--- src/rtl/i2c_bs_pkg.sv ---
package i2c_bs_pkg;
  localparam int unsigned REG_W = 8;
  localparam int unsigned B_BERR = 7;
  localparam int unsigned B_STOP = 5;
  localparam int unsigned B_ACK  = 4;
  localparam int unsigned B_ADDR = 3;
  localparam int unsigned B_TX   = 2;
  localparam int unsigned B_LRB  = 1;
  localparam int unsigned B_BC   = 0;

  typedef enum logic [2:0] {
    ST_IDLE, ST_ADDR, ST_RX, ST_TX, ST_ACKO, ST_ACKI, ST_HOLD
  } bs_state_e;
endpackage

--- src/rtl/i2c_bs_line_sync.sv ---
module i2c_bs_line_sync #(
  parameter int unsigned STAGES = 2
) (
  input  logic clk,
  input  logic rst,
  input  logic line_i,
  output logic lvl_o,
  output logic prev_o
);
  logic [STAGES-1:0] sh;

  always_ff @(posedge clk) begin
    if (rst) begin
      sh     <= '1;
      prev_o <= 1'b1;
    end else begin
      sh     <= {sh[STAGES-2:0], line_i};
      prev_o <= sh[STAGES-1];
    end
  end

  assign lvl_o = sh[STAGES-1];
endmodule

--- src/rtl/i2c_bs_core.sv ---
module i2c_bs_core
  import i2c_bs_pkg::*;
#(
  parameter int unsigned ADDR_W = 7
) (
  input  logic              clk,
  input  logic              rst,
  input  logic              scl_s,
  input  logic              scl_p,
  input  logic              sda_s,
  input  logic              sda_p,
  input  logic [ADDR_W-1:0] own_addr,
  input  logic              ctl_wr,
  input  logic              wr_ack,
  input  logic              wr_tx,
  input  logic [ADDR_W:0]   tx_data,
  output logic              scl_pull_o,
  output logic              sda_pull_o,
  output logic [ADDR_W:0]   rx_byte_o,
  output logic              start_evt_o,
  output logic              stop_evt_o,
  output logic              berr_evt_o,
  output logic              bc_evt_o,
  output logic              addr_evt_o,
  output logic              lrb_evt_o,
  output logic              lrb_val_o
);
  localparam int unsigned BYTE_W = ADDR_W + 1;
  localparam int unsigned CW     = $clog2(BYTE_W);

  bs_state_e         state;
  logic [CW-1:0]     bitcnt;
  logic [BYTE_W-1:0] shreg;
  logic              hold_tx, nack_flag, ack_sent, tx_req;

  wire scl_rise  = scl_s & ~scl_p;
  wire scl_fall  = ~scl_s & scl_p;
  wire start_det = scl_s & scl_p & sda_p & ~sda_s;
  wire stop_det  = scl_s & scl_p & ~sda_p & sda_s;
  wire legal     = (state == ST_IDLE) || ((state == ST_RX) && (bitcnt <= CW'(1)));
  wire [BYTE_W-1:0] nxt_byte = {shreg[BYTE_W-2:0], sda_s};

  always_ff @(posedge clk) begin
    if (rst) begin
      state <= ST_IDLE;  bitcnt <= '0;  shreg <= '0;  rx_byte_o <= '0;
      hold_tx <= 1'b0;  nack_flag <= 1'b0;  ack_sent <= 1'b0;  tx_req <= 1'b0;
      scl_pull_o <= 1'b0;  sda_pull_o <= 1'b0;
      start_evt_o <= 1'b0;  stop_evt_o <= 1'b0;  berr_evt_o <= 1'b0;
      bc_evt_o <= 1'b0;  addr_evt_o <= 1'b0;  lrb_evt_o <= 1'b0;  lrb_val_o <= 1'b0;
    end else begin
      start_evt_o <= 1'b0;  stop_evt_o <= 1'b0;  berr_evt_o <= 1'b0;
      bc_evt_o <= 1'b0;  addr_evt_o <= 1'b0;  lrb_evt_o <= 1'b0;
      if (start_det) begin
        state <= ST_ADDR;  bitcnt <= '0;
        sda_pull_o <= 1'b0;  scl_pull_o <= 1'b0;
        start_evt_o <= 1'b1;  berr_evt_o <= ~legal;
      end else if (stop_det) begin
        state <= ST_IDLE;  bitcnt <= '0;
        sda_pull_o <= 1'b0;  scl_pull_o <= 1'b0;
        stop_evt_o <= 1'b1;  berr_evt_o <= ~legal;
      end else begin
        unique case (state)
          ST_ADDR, ST_RX: if (scl_rise) begin
            shreg <= nxt_byte;
            if (bitcnt == CW'(BYTE_W-1)) begin
              bitcnt <= '0;
              rx_byte_o <= nxt_byte;
              if ((state == ST_ADDR) && (nxt_byte[BYTE_W-1:1] != own_addr)) begin
                state <= ST_IDLE;
              end else begin
                state <= ST_HOLD;  hold_tx <= 1'b0;
                bc_evt_o <= 1'b1;  addr_evt_o <= (state == ST_ADDR);
              end
            end else begin
              bitcnt <= bitcnt + CW'(1);
            end
          end
          ST_HOLD: begin
            scl_pull_o <= ~ctl_wr & (scl_pull_o | ~scl_s);
            if (ctl_wr) begin
              if (!hold_tx) begin
                state <= ST_ACKO;  sda_pull_o <= wr_ack;
                ack_sent <= wr_ack;  tx_req <= wr_tx;  shreg <= tx_data;
              end else if (wr_tx && !nack_flag) begin
                state <= ST_TX;  bitcnt <= '0;
                shreg <= tx_data;  sda_pull_o <= ~tx_data[BYTE_W-1];
              end else begin
                state <= ST_IDLE;  sda_pull_o <= 1'b0;
              end
            end
          end
          ST_ACKO: if (scl_fall) begin
            bitcnt <= '0;
            if (!ack_sent) begin
              state <= ST_IDLE;  sda_pull_o <= 1'b0;
            end else if (tx_req) begin
              state <= ST_TX;  sda_pull_o <= ~shreg[BYTE_W-1];
            end else begin
              state <= ST_RX;  sda_pull_o <= 1'b0;
            end
          end
          ST_TX: if (scl_fall) begin
            if (bitcnt == CW'(BYTE_W-1)) begin
              state <= ST_ACKI;  sda_pull_o <= 1'b0;
            end else begin
              shreg <= {shreg[BYTE_W-2:0], 1'b0};
              sda_pull_o <= ~shreg[BYTE_W-2];
              bitcnt <= bitcnt + CW'(1);
            end
          end
          ST_ACKI: if (scl_rise) begin
            nack_flag <= sda_s;  lrb_val_o <= sda_s;  lrb_evt_o <= 1'b1;
            bc_evt_o <= 1'b1;  hold_tx <= 1'b1;  state <= ST_HOLD;
          end
          default: ;
        endcase
      end
    end
  end
endmodule

--- src/rtl/i2c_bs_regs.sv ---
module i2c_bs_regs
  import i2c_bs_pkg::*;
(
  input  logic             clk,
  input  logic             rst,
  input  logic             ctl_wr,
  input  logic             dat_wr,
  input  logic [REG_W-1:0] wdata,
  input  logic             stop_ie,
  input  logic             start_evt,
  input  logic             stop_evt,
  input  logic             berr_evt,
  input  logic             bc_evt,
  input  logic             addr_evt,
  input  logic             lrb_evt,
  input  logic             lrb_val,
  output logic [REG_W-1:0] ctl_o,
  output logic [REG_W-1:0] txd_o,
  output logic             irq_o
);
  logic berr, stop_st, ack, addr, tx, lrb, bc;
  logic unused_wr_bit;
  assign unused_wr_bit = wdata[6];

  always_ff @(posedge clk) begin
    if (rst) begin
      {berr, stop_st, ack, addr, tx, lrb, bc} <= '0;
      txd_o <= '0;
      irq_o <= 1'b0;
    end else begin
      if (ctl_wr) begin
        berr <= berr & wdata[B_BERR];
        if (bc) stop_st <= stop_st & wdata[B_STOP];
        ack  <= wdata[B_ACK];
        addr <= addr & wdata[B_ADDR];
        tx   <= wdata[B_TX];
        lrb  <= lrb & wdata[B_LRB];
        bc   <= bc & wdata[B_BC];
      end
      if (dat_wr) txd_o <= wdata;
      if (start_evt) begin
        tx <= 1'b0;  lrb <= 1'b0;  bc <= 1'b0;
      end
      if (stop_evt) stop_st <= 1'b1;
      if (berr_evt) berr <= 1'b1;
      if (bc_evt) begin
        bc <= 1'b1;  ack <= 1'b0;
      end
      if (addr_evt) addr <= 1'b1;
      if (lrb_evt) lrb <= lrb_val;
      irq_o <= bc_evt | (stop_evt & stop_ie);
    end
  end

  always_comb begin
    ctl_o = '0;
    ctl_o[B_BERR] = berr;
    ctl_o[B_STOP] = stop_st;
    ctl_o[B_ACK]  = ack;
    ctl_o[B_ADDR] = addr;
    ctl_o[B_TX]   = tx;
    ctl_o[B_LRB]  = lrb;
    ctl_o[B_BC]   = bc;
  end
endmodule

--- src/rtl/i2c_byte_slave.sv ---
module i2c_byte_slave
  import i2c_bs_pkg::*;
#(
  parameter int unsigned ADDR_W      = 7,
  parameter int unsigned SYNC_STAGES = 2
) (
  input  logic              clk,
  input  logic              rst,
  input  logic              scl_i,
  input  logic              sda_i,
  output logic              scl_pull_o,
  output logic              sda_pull_o,
  input  logic [ADDR_W-1:0] own_addr_i,
  input  logic              reg_wr_i,
  input  logic              reg_sel_i,
  input  logic [ADDR_W:0]   reg_wdata_i,
  output logic [ADDR_W:0]   ctl_rdata_o,
  output logic [ADDR_W:0]   rx_data_o,
  input  logic              stop_ie_i,
  output logic              irq_o
);
  localparam int unsigned NLINES = 2;

  logic [NLINES-1:0] lines, lvl, prev;
  logic [ADDR_W:0]   txd;
  logic start_evt, stop_evt, berr_evt, bc_evt, addr_evt, lrb_evt, lrb_val;
  logic ctl_wr, dat_wr;

  assign lines  = {sda_i, scl_i};
  assign ctl_wr = reg_wr_i & ~reg_sel_i;
  assign dat_wr = reg_wr_i & reg_sel_i;

  for (genvar g = 0; g < NLINES; g++) begin : g_sync
    i2c_bs_line_sync #(.STAGES(SYNC_STAGES)) u_sync (
      .clk(clk), .rst(rst), .line_i(lines[g]), .lvl_o(lvl[g]), .prev_o(prev[g])
    );
  end

  i2c_bs_core #(.ADDR_W(ADDR_W)) u_core (
    .clk(clk), .rst(rst),
    .scl_s(lvl[0]), .scl_p(prev[0]), .sda_s(lvl[1]), .sda_p(prev[1]),
    .own_addr(own_addr_i), .ctl_wr(ctl_wr),
    .wr_ack(reg_wdata_i[B_ACK]), .wr_tx(reg_wdata_i[B_TX]), .tx_data(txd),
    .scl_pull_o(scl_pull_o), .sda_pull_o(sda_pull_o), .rx_byte_o(rx_data_o),
    .start_evt_o(start_evt), .stop_evt_o(stop_evt), .berr_evt_o(berr_evt),
    .bc_evt_o(bc_evt), .addr_evt_o(addr_evt), .lrb_evt_o(lrb_evt), .lrb_val_o(lrb_val)
  );

  i2c_bs_regs u_regs (
    .clk(clk), .rst(rst), .ctl_wr(ctl_wr), .dat_wr(dat_wr), .wdata(reg_wdata_i),
    .stop_ie(stop_ie_i), .start_evt(start_evt), .stop_evt(stop_evt),
    .berr_evt(berr_evt), .bc_evt(bc_evt), .addr_evt(addr_evt),
    .lrb_evt(lrb_evt), .lrb_val(lrb_val),
    .ctl_o(ctl_rdata_o), .txd_o(txd), .irq_o(irq_o)
  );
endmodule

--- config.mk ---
export PLATFORM = sky130hd
export DESIGN_NAME = i2c_byte_slave
export DESIGN_NICKNAME = d
export VERILOG_FILES = /design/src/rtl/i2c_bs_pkg.sv /design/src/rtl/i2c_bs_line_sync.sv /design/src/rtl/i2c_bs_core.sv /design/src/rtl/i2c_bs_regs.sv /design/src/rtl/i2c_byte_slave.sv
export SDC_FILE = /design/constraint.sdc
export NUM_CORES = 1
export LEC_CHECK = 0
export ABC_CLOCK_PERIOD_IN_PS = 4900
export BUFFER_PORTS_ARGS = -buffer_cell sky130_fd_sc_hd__buf_2
export CORE_MARGIN = 2
export CORE_UTILIZATION = 38
export CTS_CLUSTER_DIAMETER = 150
export CTS_CLUSTER_SIZE = 20
export DETAILED_ROUTE_END_ITERATION = 16
export SETUP_SLACK_MARGIN = 0.2
export SLEW_MARGIN = 10
export SYNTH_ARGS = -nofsm -noshare
export SYNTH_HDL_FRONTEND = slang
export SYNTH_HIERARCHICAL = 1
export SYNTH_SLANG_ARGS = --single-unit
export TNS_END_PERCENT = 5
--- constraint.sdc ---
create_clock -name clk -period 4.9 [get_ports clk]
set_clock_uncertainty 0.1 [all_clocks]
set_input_delay 0.98 -clock clk [delete_from_list [all_inputs] [get_ports clk]]
set_output_delay 0.98 -clock clk [all_outputs]
set_load 0.1 [all_outputs]
After elaboration in Yosys (flattened, before gate mapping) --
Index checks and enable logic that the tools add are counted.
Word-level totals: input port bits 22, output and inout bits 19, bits in registers 56
Operators by class: magnitude comparators 1, bitwise operators 35, add/subtract/negate cells 1, multiplexer cells 67, equal/unequal tests 27, reduce and logical (&&, ||, !) cells 35
Operators by type and width (number):
- 3-bit two-way mux | 18
- 8-bit two-way mux | 6
- 1-bit two-way mux | 36
- 8-bit AND reduction | 4
- 4-bit by 1-bit inequality test with 1-bit output, second input constant | 7
- 8-bit one-hot mux with 3 select lines | 1
- 2-bit by 1-bit inequality test with 1-bit output, second input constant | 9
- 1-bit NOT | 17
- 1-bit bitwise AND | 16
- 3-bit one-hot mux with 5 select lines | 1
- 3-bit == test, second input constant | 4
- 3-bit one-hot mux with 4 select lines | 1
- 3-bit nonzero test | 4
- 5-bit AND reduction | 2
- 2-bit nonzero test | 5
- 4-bit AND reduction | 2
- 2-bit OR reduction | 4
- 7-bit inequality test | 1
- 7-bit AND reduction | 1
- 7-bit nonzero test | 1
- 7-bit OR reduction | 1
- 3-bit by 2-bit == test with 1-bit output, second input constant | 2
- 5-bit nonzero test | 1
- 2-bit inequality test, second input constant | 2
- other kinds (16) | 20

Logic depth before layout (Yosys ltp) --
Gate-level depths: netlist (run 1).
word-level depth 8, depth in mapped cells 7

Cells and area by module --
The synthesis (run 1) kept the hierarchy.
Modules (own cells, without submodules):
- i2c_bs_core | times used 1, area an instance 1886.8 um2, cells an instance 226
- i2c_bs_regs | times used 1, area an instance 650.6 um2, cells an instance 67
- i2c_bs_line_sync | times used 2, area an instance 78.8 um2, cells an instance 6
- i2c_byte_slave | times used 1, area an instance 16.3 um2, cells an instance 2

Least setup slack after synthesis (run 1) --
OpenSTA, ideal clock, no wires.
path kind input to register, from input port reg_sel_i, to register u_core.state[0], cell stages on the path 6, setup time 0.129 ns, arrival time 2.110 ns, slack 2.561 ns, path through and2b_2 and2_1 o32ai_1 a211oi_2 o221ai_1 o41ai_1
Between the ends: cells in the longest elaborated chain, start to end 4
RTL lines:
- from (decl) | line i2c_byte_slave.sv:15 | input logic reg_sel_i,
- 1-bit NOT | line i2c_byte_slave.sv:30 | assign ctl_wr = reg_wr_i & ~reg_sel_i;
- 1-bit bitwise AND | line i2c_byte_slave.sv:30
- 4-bit by 1-bit inequality test with 1-bit output (no line)
- 8-bit AND reduction (no line)
- to (signal assigned) | line i2c_bs_core.sv:99 | state <= ST_RX; sda_pull_o <= 1'b0;
- to (signal assigned) | line i2c_bs_core.sv:104 | state <= ST_ACKI; sda_pull_o <= 1'b0;
- to (signal assigned) | line i2c_bs_core.sv:113 | bc_evt_o <= 1'b1; hold_tx <= 1'b1; state <= ST_HOLD;
- to (decl) | line i2c_bs_core.sv:31 | bs_state_e state;
No other way between the ends. A chain may end at the register's enable or synchronous reset.

Final worst setup path (run 1) --
from register u_core.state[1], to register u_core.addr_evt_o
Between the ends: cells in the longest elaborated chain, start to end 4
RTL lines:
- from (signal assigned) | line i2c_bs_core.sv:45 | state <= ST_IDLE; bitcnt <= '0; shreg <= '0; rx_byte_o <= '0;
- from (signal assigned) | line i2c_bs_core.sv:54 | state <= ST_ADDR; bitcnt <= '0;
- from (signal assigned) | line i2c_bs_core.sv:58 | state <= ST_IDLE; bitcnt <= '0;
- 3-bit by 1-bit == test with 1-bit output / 3-bit by 2-bit == test with 1-bit output (equally long branches) | line i2c_bs_core.sv:62, i2c_bs_core.sv:68, i2c_bs_core.sv:72
- 2-bit OR reduction | line i2c_bs_core.sv:62 | unique case (state)
- 1-bit NOT (no line)
- 7-bit OR reduction (no line)
- to (signal assigned) | line i2c_bs_core.sv:49 | bc_evt_o <= 1'b0; addr_evt_o <= 1'b0; lrb_evt_o <= 1'b0; lrb_val_o <= 1'b0;
- to (signal assigned) | line i2c_bs_core.sv:52 | bc_evt_o <= 1'b0; addr_evt_o <= 1'b0; lrb_evt_o <= 1'b0;
- to (signal assigned) | line i2c_bs_core.sv:72 | bc_evt_o <= 1'b1; addr_evt_o <= (state == ST_ADDR);
- to (decl) | line i2c_bs_core.sv:24 | output logic addr_evt_o,
Parallel ways exist; a longest one is shown, timed or not.

==> out/results.ini, run 1 <==
[detailed_routing]
wl_um=6194
first_pass_iters=5
drt-wirelength-per-cell_um=14.47
routedLengthMet1_um=3064
vias=2207
top_layer=met4
drc=0
wl_met2_um=2712
wl_met3_um=363
drtAntennaViolNets=0
routed_via_density=5.157
drt_iter0_markers=165

[grt]
grt_pass1_wl_um=10170
antenna_found_initial=0
grt_pass1_vias=2009
grt_use_total_pct=16.74
grt-ovfl-total=0
grt_max_degree=52

[place]
hpwl_um=4344
dp_slack_ns=2.216
gp_congestion=0.8547
place_area_um2=2883
port_buffers=39

[worst_setup_path]
worst-path-buf-inv=0
path_cells=xor2_1 > nand4b_1 > or3_1 > nor4_2
path_max_fanout=21
rr_worst_depth=4
crit_family=simple AND/OR/NAND/NOR gates
critPathLaunchType=register
end_kind=register
cp.required_ns=5.01
arrival_ns=2.73
timing.rr.end=u_core/addr_evt_o
regToRegStartpoint=u_core/state[1]
critPathKind=reg2reg
cpPeakStageDelay_ns=0.82
cp_slowest_cell=dfxtp_1
r2r_setup_slack_ns=2.28

[floorplan]
die_height_um=88.47
dieArea_um2=7827
initial_utilization_pct=39.69
fp-row-count=30
coreArea_um2=6832
pin_count=41
fp.dieW_um=88.47

[clock_network]
insertion_delay_ns=0.31
cts_root_buffer=clkbuf_8
postCtsSetupBuffers=0
cts_sinks=56
clkSlewWorstSetupHoldPaths_ns=0.10
cts_buffer_depth=2
cts_resized=0
htreeDepth=2
cts_hold_buffers=0
cts_tree=built
cts_made_buffers=5

[layout]
multi_input_area_um2=1416
drive_above_1_share_pct=18.67
syn_to_final_growth_pct=9.599
fillers=739
layout.nets=355
register_area_um2=1121
stdcell_area_um2=2972
diodes=0

[sta]
finalHoldViolations=0
grt_setup_unrepaired=false
tns_ns=0
fmax_ghz=0.3821
setup_violations=0
drv_slew=0
fin_crit_ns=2.617
slew_headroom_pct=48.18
worst_pin_slew_ns=0.7763
period_share_pct=53.42
setup_ws_ns=2.283

[synthesis]
synth_cells=307
async_reset_ff_share_pct=0
synth-adder-area-share_pct=0.9229
synthXorXnorAreaFrac_pct=2.907
synth_compound_area_share_pct=17.44
synth_top_family_by_area=simple AND/OR/NAND/NOR gates
synth_edf_count=0
synth_warnings=6
yosys.area_share.simple_pct=21.97
synth.distinct_cells=58
synth_area_um2=2711
yosys-mux-area-fraction_pct=8.860
synth_flop_cell=dfxtp_1
syn-num-nets=331
avgSynthCellArea_um2=8.832
ys_ff_latch=56
yosysSeqAreaShare_pct=41.35

[worst_hold_path]
min_to=g_sync[0].u_sync/sh[1]
hold_class=reg2reg
hold_depth=1
hp-start=g_sync[0].u_sync/sh[0]

[pwr]
vdd_drop_max_uv=154.2
power_density_nw_per_um2=260.8
total_power_uw=775.1
leakagePower_nw=1.203

[run]
drv_cap=0

[run_status]
status=finished, final reports clean

-- power by group --
part           total [mW]  leakage (nW)  switching, mW  internal, mW
Sequential          0.467         0.454        0.00522         0.461
Combinational      0.0555         0.708         0.0363        0.0192
Clock               0.253        0.0414          0.151         0.102
Total               0.775          1.20          0.192         0.583
-- worst max path at each step --
stage,startpoint,end,slack (ns),depth (start not counted)
finish,u_core/state[1],u_core/addr_evt_o,2.28,4
global route,u_core/state[1],u_core/addr_evt_o,2.10,4
CTS,u_core/state[1],u_core/addr_evt_o,2.30,4
detailed placement,reg_sel_i,u_core/bitcnt[1],2.22,6
global placement,reg_sel_i,u_core/bitcnt[0],2.29,6
floorplan,reg_sel_i,u_core/state[0],2.56,6
-- kinds of logic (layout without fill, tap and decap cells) --
group / count (synthesis) / in the layout
multiplexers: 24 / 24
flip-flops: 56 / 56
XOR/XNOR: 9 / 9
other: 1 / 1
AND/OR/NAND/NOR: 112 / 112
AO/OA/AOI/OAI: 74 / 74
buffers and inverters: 29 / 54
adder cells (fa/ha/maj): 2 / 2
-- synth_stat cells (all sizes together) (2+ instances only) --
cell	instances	area, um2
dfxtp	56	1121
nor2	35	133.9
nand2	25	93.84
mux2i	24	240.2
a21oi	21	105.1
o21ai	21	105.1
buf	20	140.1
nand2b	12	85.08
a211o	8	70.07
nand3	7	40.04
or2	7	43.80
inv	6	22.52
xor2	6	52.55
a31oi	5	31.28
nor3	5	35.03
clkbuf	3	11.26
nand3b	3	26.27
nand4	3	18.77
xnor2	3	26.28
a211oi	2	20.02
a21o	2	15.01
and2	2	13.77
and2b	2	17.52
ha	2	25.02
nand4b	2	17.52
nor2b	2	12.51
nor3b	2	15.01
nor4	2	18.77
o211ai	2	15.01
o22ai	2	12.51
o41ai	2	17.52
-- state kept, by name (all words and copies together), names as in the netlist, 2 cells and up --
register	count
g_sync.u_sync/sh	4
u_core/rx_byte_o	8
g_sync.u_sync/prev_o	2
u_core/state	3
u_regs/txd_o	8
u_core/shreg	8
u_core/bitcnt	3
-- area by class of cell --
| cell class | instances | area share (%) |
|---|---|---|
| clock buffers | 6 | 2.442 |
| clock inverters | 2 | 0.5474 |
| inverters | 6 | 0.7579 |
| multi-input cells | 222 | 47.66 |
| flip-flops and latches | 56 | 37.73 |
| well taps | 96 | 4.042 |
| repair buffers | 40 | 6.821 |
-- metal layers --
layer | up-vias | GRT usage (%)
met5 | - | 0
met4 | 0 | 4.270
met3 | 7 | 2.892
met2 | 62 | 24.54
met1 | 1014 | 25.42
li1 | 1124 | -
-- per-stage QoR --
stage          hold slack, ns  utilization, %  std cells
6_report               0.3124           43.50        428
2_1_floorplan          0.2832               -        307
5_1_grt                0.3253           43.50        428
4_1_cts                0.3146           43.50        428
3_5_place_dp           0.2903           42.20        420
3_3_place_gp           0.2844           42.20        420
-- cell usage in the layout, fill, tap and decap left out, types with 2 or more instances in the layout --
| master | Yosys | layout |
|---|---|---|
| nand4_1 | 3 | 3 |
| dfxtp_1 | 56 | 56 |
| and2b_2 | 2 | 2 |
| nor3b_1 | 2 | 2 |
| mux2i_1 | 24 | 24 |
| a21o_1 | 2 | 2 |
| ha_1 | 2 | 2 |
| o41ai_1 | 2 | 2 |
| a21oi_1 | 21 | 21 |
| nand2_1 | 25 | 25 |
| a211o_1 | 8 | 8 |
| nor3_1 | 3 | 3 |
| buf_2 | 7 | 39 |
| nand4b_1 | 2 | 2 |
| nor2b_1 | 2 | 2 |
| clkbuf_8 | 0 | 5 |
| inv_1 | 5 | 5 |
| o211ai_1 | 2 | 2 |
| a31oi_1 | 5 | 5 |
| nor3_2 | 2 | 2 |
| nand3_1 | 6 | 6 |
| o22ai_1 | 2 | 2 |
| xor2_1 | 6 | 6 |
| nor2_1 | 34 | 34 |
| xnor2_1 | 3 | 3 |
| nand2b_1 | 10 | 10 |
| nand3b_1 | 2 | 2 |
| o21ai_0 | 20 | 20 |
| or2_1 | 6 | 6 |
(Power assumes the default switching activity.)
==> run 2: changes to the inputs <==
--- a/config.mk
+++ b/config.mk
@@ -5,7 +5,7 @@
 export SDC_FILE = /design/constraint.sdc
 export NUM_CORES = 1
 export LEC_CHECK = 0
-export ABC_CLOCK_PERIOD_IN_PS = 4900
+export ABC_CLOCK_PERIOD_IN_PS = 2110
 export BUFFER_PORTS_ARGS = -buffer_cell sky130_fd_sc_hd__buf_2
 export CORE_MARGIN = 2
 export CORE_UTILIZATION = 38
==> constraint.sdc (replaced) <==
create_clock -name clk -period 2.11 [get_ports clk]
set_clock_uncertainty 0.1 [all_clocks]
set_input_delay 0.422 -clock clk [delete_from_list [all_inputs] [get_ports clk]]
set_output_delay 0.422 -clock clk [all_outputs]
set_load 0.1 [all_outputs]
==> run 2 against run 1 <==
Against the previous run:
- worst setup slack got worse by 2.0 ns
- sequential share of layout area is 1.5 points lower
- highest routed layer unchanged
- sequential cell count is the same
- largest cell class unchanged
==> out/results.ini, run 2 (synthesis gave the netlist of run 1 again) <==
[run_status]
status=finished, final reports clean  ; unchanged

[pwr]
total_power_mw=1.915  ; was 775.1 uW
leakagePower_nw=1.291  ; was 1.203 nW
power_density_nw_per_um2=615.3  ; was 260.8 nW/um2
vdd_drop_max_uv=425.1  ; was 154.2 uV

[worst_setup_path]
timing.rr.end=u_core/state[0]  ; was u_core/addr_evt_o
path_cells=ha_1 > ha_1 > a21o_1 > a31oi_1 > a211oi_2 > o221ai_1 > o41ai_1  ; was xor2_1 > nand4b_1 > or3_1 > nor4_2
cp_slowest_cell=dfxtp_1  ; unchanged
crit_family=compound AO/OA/AOI/OAI gates  ; was simple AND/OR/NAND/NOR gates
worst-path-buf-inv=0  ; unchanged
crit_top_cell=ha_1
arrival_ns=1.94  ; was 2.73 ns
regToRegStartpoint=u_core/bitcnt[0]  ; was u_core/state[1]
end_kind=register  ; unchanged
r2r_setup_slack_ns=0.27  ; was 2.28 ns
rr_worst_depth=7  ; was 4
critPathKind=reg2reg  ; unchanged
cpPeakStageDelay_ns=0.37  ; was 0.82 ns
path_max_fanout=7  ; was 21
cp.required_ns=2.21  ; was 5.01 ns
critPathLaunchType=register  ; unchanged

[worst_hold_path]
hp-start=scl_i  ; was g_sync[0].u_sync/sh[0]
min_to=g_sync[0].u_sync/sh[0]  ; was g_sync[0].u_sync/sh[1]
hold_depth=2  ; was 1
hold_class=in2reg  ; was reg2reg

[floorplan]
fp.dieW_um=88.47  ; unchanged
fp-row-count=30  ; unchanged
initial_utilization_pct=39.69  ; unchanged
dieArea_um2=7827  ; unchanged
coreArea_um2=6832  ; unchanged
pin_count=41  ; unchanged
die_height_um=88.47  ; unchanged

[layout]
drive_above_1_share_pct=22.54  ; was 18.67%
diodes=0  ; unchanged
final_cell_mix=dfxtp_1 (54), buf_2 (39), nor2_1 (34)  ; was dfxtp_1 (56), buf_2 (39), nor2_1 (34)
reg.largest.list=u_core/rx_byte_o: 8 flops, u_core/shreg: 8 flops, u_regs/txd_o: 8 flops  ; unchanged
final_common_cell=dfxtp_1  ; unchanged
syn_to_final_growth_pct=14.77  ; was 9.599%
layout.nets=369  ; was 355

[grt]
antenna_found_initial=0  ; unchanged
grt_pass1_wl_um=10560  ; was 10170 um
grt_pass1_vias=2109  ; was 2009
grt-ovfl-total=0  ; unchanged
grt_max_degree=32  ; was 52
grt_use_total_pct=17.40  ; was 16.74%

[detailed_routing]
vias=2253  ; was 2207
drt-wirelength-per-cell_um=14.40  ; was 14.47 um
wl_um=6365  ; was 6194 um
routed_via_density=5.097  ; was 5.157
first_pass_iters=4  ; was 5
drtAntennaViolNets=0  ; unchanged
drt_iter0_markers=127  ; was 165
drc=0  ; unchanged

[clock_network]
insertion_delay_ns=0.30  ; was 0.31 ns
cts_root_buffer=clkbuf_8  ; unchanged
cts_tree=built  ; unchanged
cts_buffer_depth=2  ; unchanged
cts_sinks=56  ; unchanged
clkSlewWorstSetupHoldPaths_ns=0.10  ; about the same
htreeDepth=2  ; unchanged
cts_made_buffers=5  ; unchanged

[place]
hpwl_um=4693  ; was 4344 um
gp_congestion=0.8686  ; was 0.8547
port_buffers=39  ; unchanged

[sta]
grt_setup_unrepaired=true  ; was false
drv_slew=0  ; unchanged
tns_ns=0  ; unchanged
finalHoldViolations=0  ; unchanged
fmax_ghz=0.5443  ; was 0.3821 GHz
period_share_pct=87.07  ; was 53.42%
setup_violations=0  ; unchanged
fin_crit_ns=1.837  ; was 2.617 ns

[run]
drv_cap=0  ; unchanged

==> run 2: final cells by class <==
| type | count | area, um2 |
|---|---|---|
| well taps | 96 | 120.1 |
| clock inverters | 2 | 38.79 |
| fillers | 713 | 3720 |
| repair buffers | 54 | 307.8 |
| flip-flops and latches | 56 | 1126 |
| multi-input cells | 222 | 1424 |
| clock buffers | 6 | 72.57 |
| inverters | 6 | 22.52 |
==> run 2: routing by layer <==
metal	GRT usage, %	part of all wire [%]	vias to the layer above
met1	26.72	51	1035
met5	0	0	-
met3	3.358	5.2	2
met2	25.63	43	67
li1	-	-	1149
met4	2.893	0.22	0
==> run 2: worst max path at each step <==
stage / start / cells after the start / to
2_1_floorplan: reg_sel_i / 6 / u_core/state[0]
3_3_place_gp: reg_sel_i / 7 / u_core/state[0]
3_5_place_dp: u_core/state[0] / 5 / u_core/bitcnt[0]
4_1_cts: u_core/state[1] / 5 / u_core/bitcnt[0]
5_1_grt: u_core/state[1] / 5 / u_core/shreg[6]
6_report: u_core/bitcnt[0] / 7 / u_core/state[0]
==> run 2: repair_timing <==
| action | 4_1_cts | 5_1_grt |
|---|---|---|
| gates resized for setup | 2 | 2 |
| pin swaps | 0 | 1 |
| buffers inserted | 0 | 2 |
| setup endpoints to repair | 13 | 13 |
| hold buffers | 0 | 0 |
==> run 2: per-stage QoR <==
stage	util (%)	area, um2	instances	setup WS, ns	hold slack [ns]
after floorplan	-	2711	307	0.3293	0.2832
after global placement	43.52	2973	432	0.07931	0.2855
after detailed placement	43.52	2973	432	0.03122	0.2983
after CTS	45.18	3087	440	0.2449	0.1870
after global routing	45.55	3112	442	0.1335	0.1964
final	45.55	3112	442	0.2728	0.1976
==> run 2: worst register-to-register path, delay by kind of cell (launching register included) <==
kind | cells | cell delay [ns]
AOI/OAI and AO/OA | 5 | 0.83
adders and majority gates | 2 | 0.44
DFF | 1 | 0.37
==> run 2: power breakdown <==
| part | internal, mW | switching [mW] | leakage (nW) |
|---|---|---|---|
| Combinational | 0.0500 | 0.0877 | 0.780 |
| Clock | 0.359 | 0.338 | 0.0558 |
| Sequential | 1.07 | 0.00969 | 0.455 |
==> run 3: changes to the inputs <==
--- a/config.mk
+++ b/config.mk
@@ -9,9 +9,11 @@
 export BUFFER_PORTS_ARGS = -buffer_cell sky130_fd_sc_hd__buf_2
 export CORE_MARGIN = 2
 export CORE_UTILIZATION = 38
+export CTS_BUF_LIST = sky130_fd_sc_hd__clkbuf_16
 export CTS_CLUSTER_DIAMETER = 150
 export CTS_CLUSTER_SIZE = 20
 export DETAILED_ROUTE_END_ITERATION = 16
+export REMOVE_ABC_BUFFERS = 1
 export SETUP_SLACK_MARGIN = 0.2
 export SLEW_MARGIN = 10
 export SYNTH_ARGS = -nofsm -noshare
==> run 3 against run 2 <==
Against the previous run:
- total power grew 14%
- wire length up 6.4%
- largest cell class unchanged
- clock power grew 37%
- register-to-register slack worse by 0.02 ns
- critical path type unchanged
- critical path depth stayed put
- count of clock-buffer cells in the layout down 1
- highest routed layer unchanged
- sequential cell count unchanged
==> out/results.ini, run 3 (synthesis gave the netlist of run 1 again) <==
[clock_network]
cts_hold_buffers=0  ; unchanged
cts_made_buffers=5  ; unchanged
clkSlewWorstSetupHoldPaths_ns=0.07  ; was 0.10 ns
cts_root_buffer=clkbuf_16  ; was clkbuf_8
insertion_delay_ns=0.29  ; was 0.30 ns
cts_sinks=56  ; unchanged
cts_tree=built  ; unchanged
htreeDepth=2  ; unchanged
cts_buffer_depth=2  ; unchanged

[detailed_routing]
drt_iter0_markers=182  ; was 127
drt-wirelength-per-cell_um=15.15  ; was 14.40 um
vias=2343  ; was 2253
drc=0  ; unchanged
first_pass_iters=4  ; unchanged
wl_um=6772  ; was 6365 um
routed_via_density=5.242  ; was 5.097
drtAntennaViolNets=0  ; unchanged

[pwr]
p_seq_share_pct=49.7  ; was 56.4%
p_comb_share_pct=6.5  ; was 7.2%
netSwitchingFraction_pct=22.53  ; was 22.75%
clkPwrFrac_pct=43.8  ; was 36.4%
p_int_mw=1.686  ; was 1.479 mW
vdd_drop_max_uv=576.9  ; was 425.1 uV
power.switching_uw=490.4  ; was 435.7 uW
power_density_nw_per_um2=674.5  ; was 615.3 nW/um2
leakagePower_nw=1.348  ; was 1.291 nW

[sta]
setup_violations=0  ; unchanged
grt_setup_unrepaired=true  ; unchanged
drv_slew=0  ; unchanged
period_share_pct=88.01  ; was 87.07%
fin_crit_ns=1.857  ; was 1.837 ns
fmax_ghz=0.5385  ; was 0.5443 GHz
tns_ns=0  ; unchanged
finalHoldViolations=0  ; unchanged
setup_ws_ns=0.2529  ; was 0.2728 ns

[layout]
drive_above_1_share_pct=24.50  ; was 22.54%
final_cell_mix=dfxtp_1 (54), buf_2 (39), nor2_1 (34)  ; unchanged
diodes=0  ; unchanged
syn_to_final_growth_pct=19.01  ; was 14.77%
final_common_cell=dfxtp_1  ; unchanged
layout.nets=374  ; was 369
reg.largest.list=u_core/rx_byte_o: 8 flops, u_core/shreg: 8 flops, u_regs/txd_o: 8 flops  ; unchanged

[worst_setup_path]
critPathKind=reg2reg  ; unchanged
cp.required_ns=2.18  ; was 2.21 ns
end_kind=register  ; unchanged
path_max_fanout=7  ; unchanged
arrival_ns=1.93  ; was 1.94 ns
critPathLaunchType=register  ; unchanged

[floorplan]
initial_utilization_pct=39.69  ; unchanged
pin_count=41  ; unchanged
coreArea_um2=6832  ; unchanged
dieArea_um2=7827  ; unchanged
fp.dieW_um=88.47  ; unchanged
die_height_um=88.47  ; unchanged
fp-row-count=30  ; unchanged

[grt]
grt_pass1_wl_um=10900  ; was 10560 um
antenna_found_initial=0  ; unchanged
grt-ovfl-total=0  ; unchanged
grt_pass1_vias=2169  ; was 2109
grt_use_total_pct=18.20  ; was 17.40%
grt_max_degree=40  ; was 32

[place]
dp_slack_ns=0.009663  ; was 0.03122 ns
port_buffers=39  ; unchanged
hpwl_um=4974  ; was 4693 um
gp_congestion=0.8713  ; was 0.8686

[run_status]
status=finished, final reports clean  ; unchanged

[worst_hold_path]
hold_class=in2reg  ; unchanged

[run]
drv_cap=0  ; unchanged

-- run 3: worst max-delay path, cell delays in order, from the launching register on --
cell and delay [ns]:
dfxtp_1 0.36, ha_1 0.16, ha_1 0.33, a21o_1 0.19, a31oi_1 0.06, a211oi_2 0.28, buf_4 0.17, a31oi_1 0.08
-- run 3: final timing paths --
path	startpoint	to	slack (ns)	depth (start not counted)
worst max-delay path	u_core/bitcnt[1]	u_core/state[1]	0.25	7
worst min-delay path	sda_i	g_sync[1].u_sync/sh[0]	0.21	2
worst max register to register	u_core/bitcnt[1]	u_core/state[1]	0.25	7
worst min register to register	g_sync[0].u_sync/sh[0]	g_sync[0].u_sync/sh[1]	0.31	1
-- run 3: cell type report --
class                   instances  area [um2]
inverters                       6       22.52
repair buffers                 59       357.8
fillers                       709        3605
well taps                      96       120.1
multi-input cells             222        1430
clock inverters                 3       47.55
flip-flops and latches         56        1124
clock buffers                   5       125.1
-- run 3: per-layer routing --
metal	GRT usage (%)	share of wire (%)	vias up
li1	-	-	1164
met1	26.55	48	1108
met2	28.43	45	67
met3	3.078	6.3	4
met4	3.719	0.90	0
met5	0	0	-
-- run 3: metrics by stage --
step	instance area [um2]	total power [mW]	instances	hold WS, ns	util, %
3_5_place_dp	3015	1.247	436	0.2934	44.14
2_1_floorplan	2560	1.178	284	0.2832	-
4_1_cts	3196	2.195	444	0.2051	46.78
3_3_place_gp	3015	1.244	436	0.2867	44.14
6_report	3227	2.177	447	0.2059	47.23
5_1_grt	3227	2.256	447	0.2123	47.23
-- run 3: power by group through the flow --
stage	Sequential [mW]	Clock (mW)	Combinational, mW
2_1_floorplan	1.12	0	0.0585
3_5_place_dp	1.11	0	0.141
3_3_place_gp	1.11	0	0.139
6_report	1.08	0.954	0.141
4_1_cts	1.08	0.972	0.142
5_1_grt	1.08	1.02	0.153
-- run 3: timing repair --
action,in CTS,in global routing
setup buffers,0,3
pin swaps,0,5
resized for setup,2,2
setup endpoints to repair,7,5
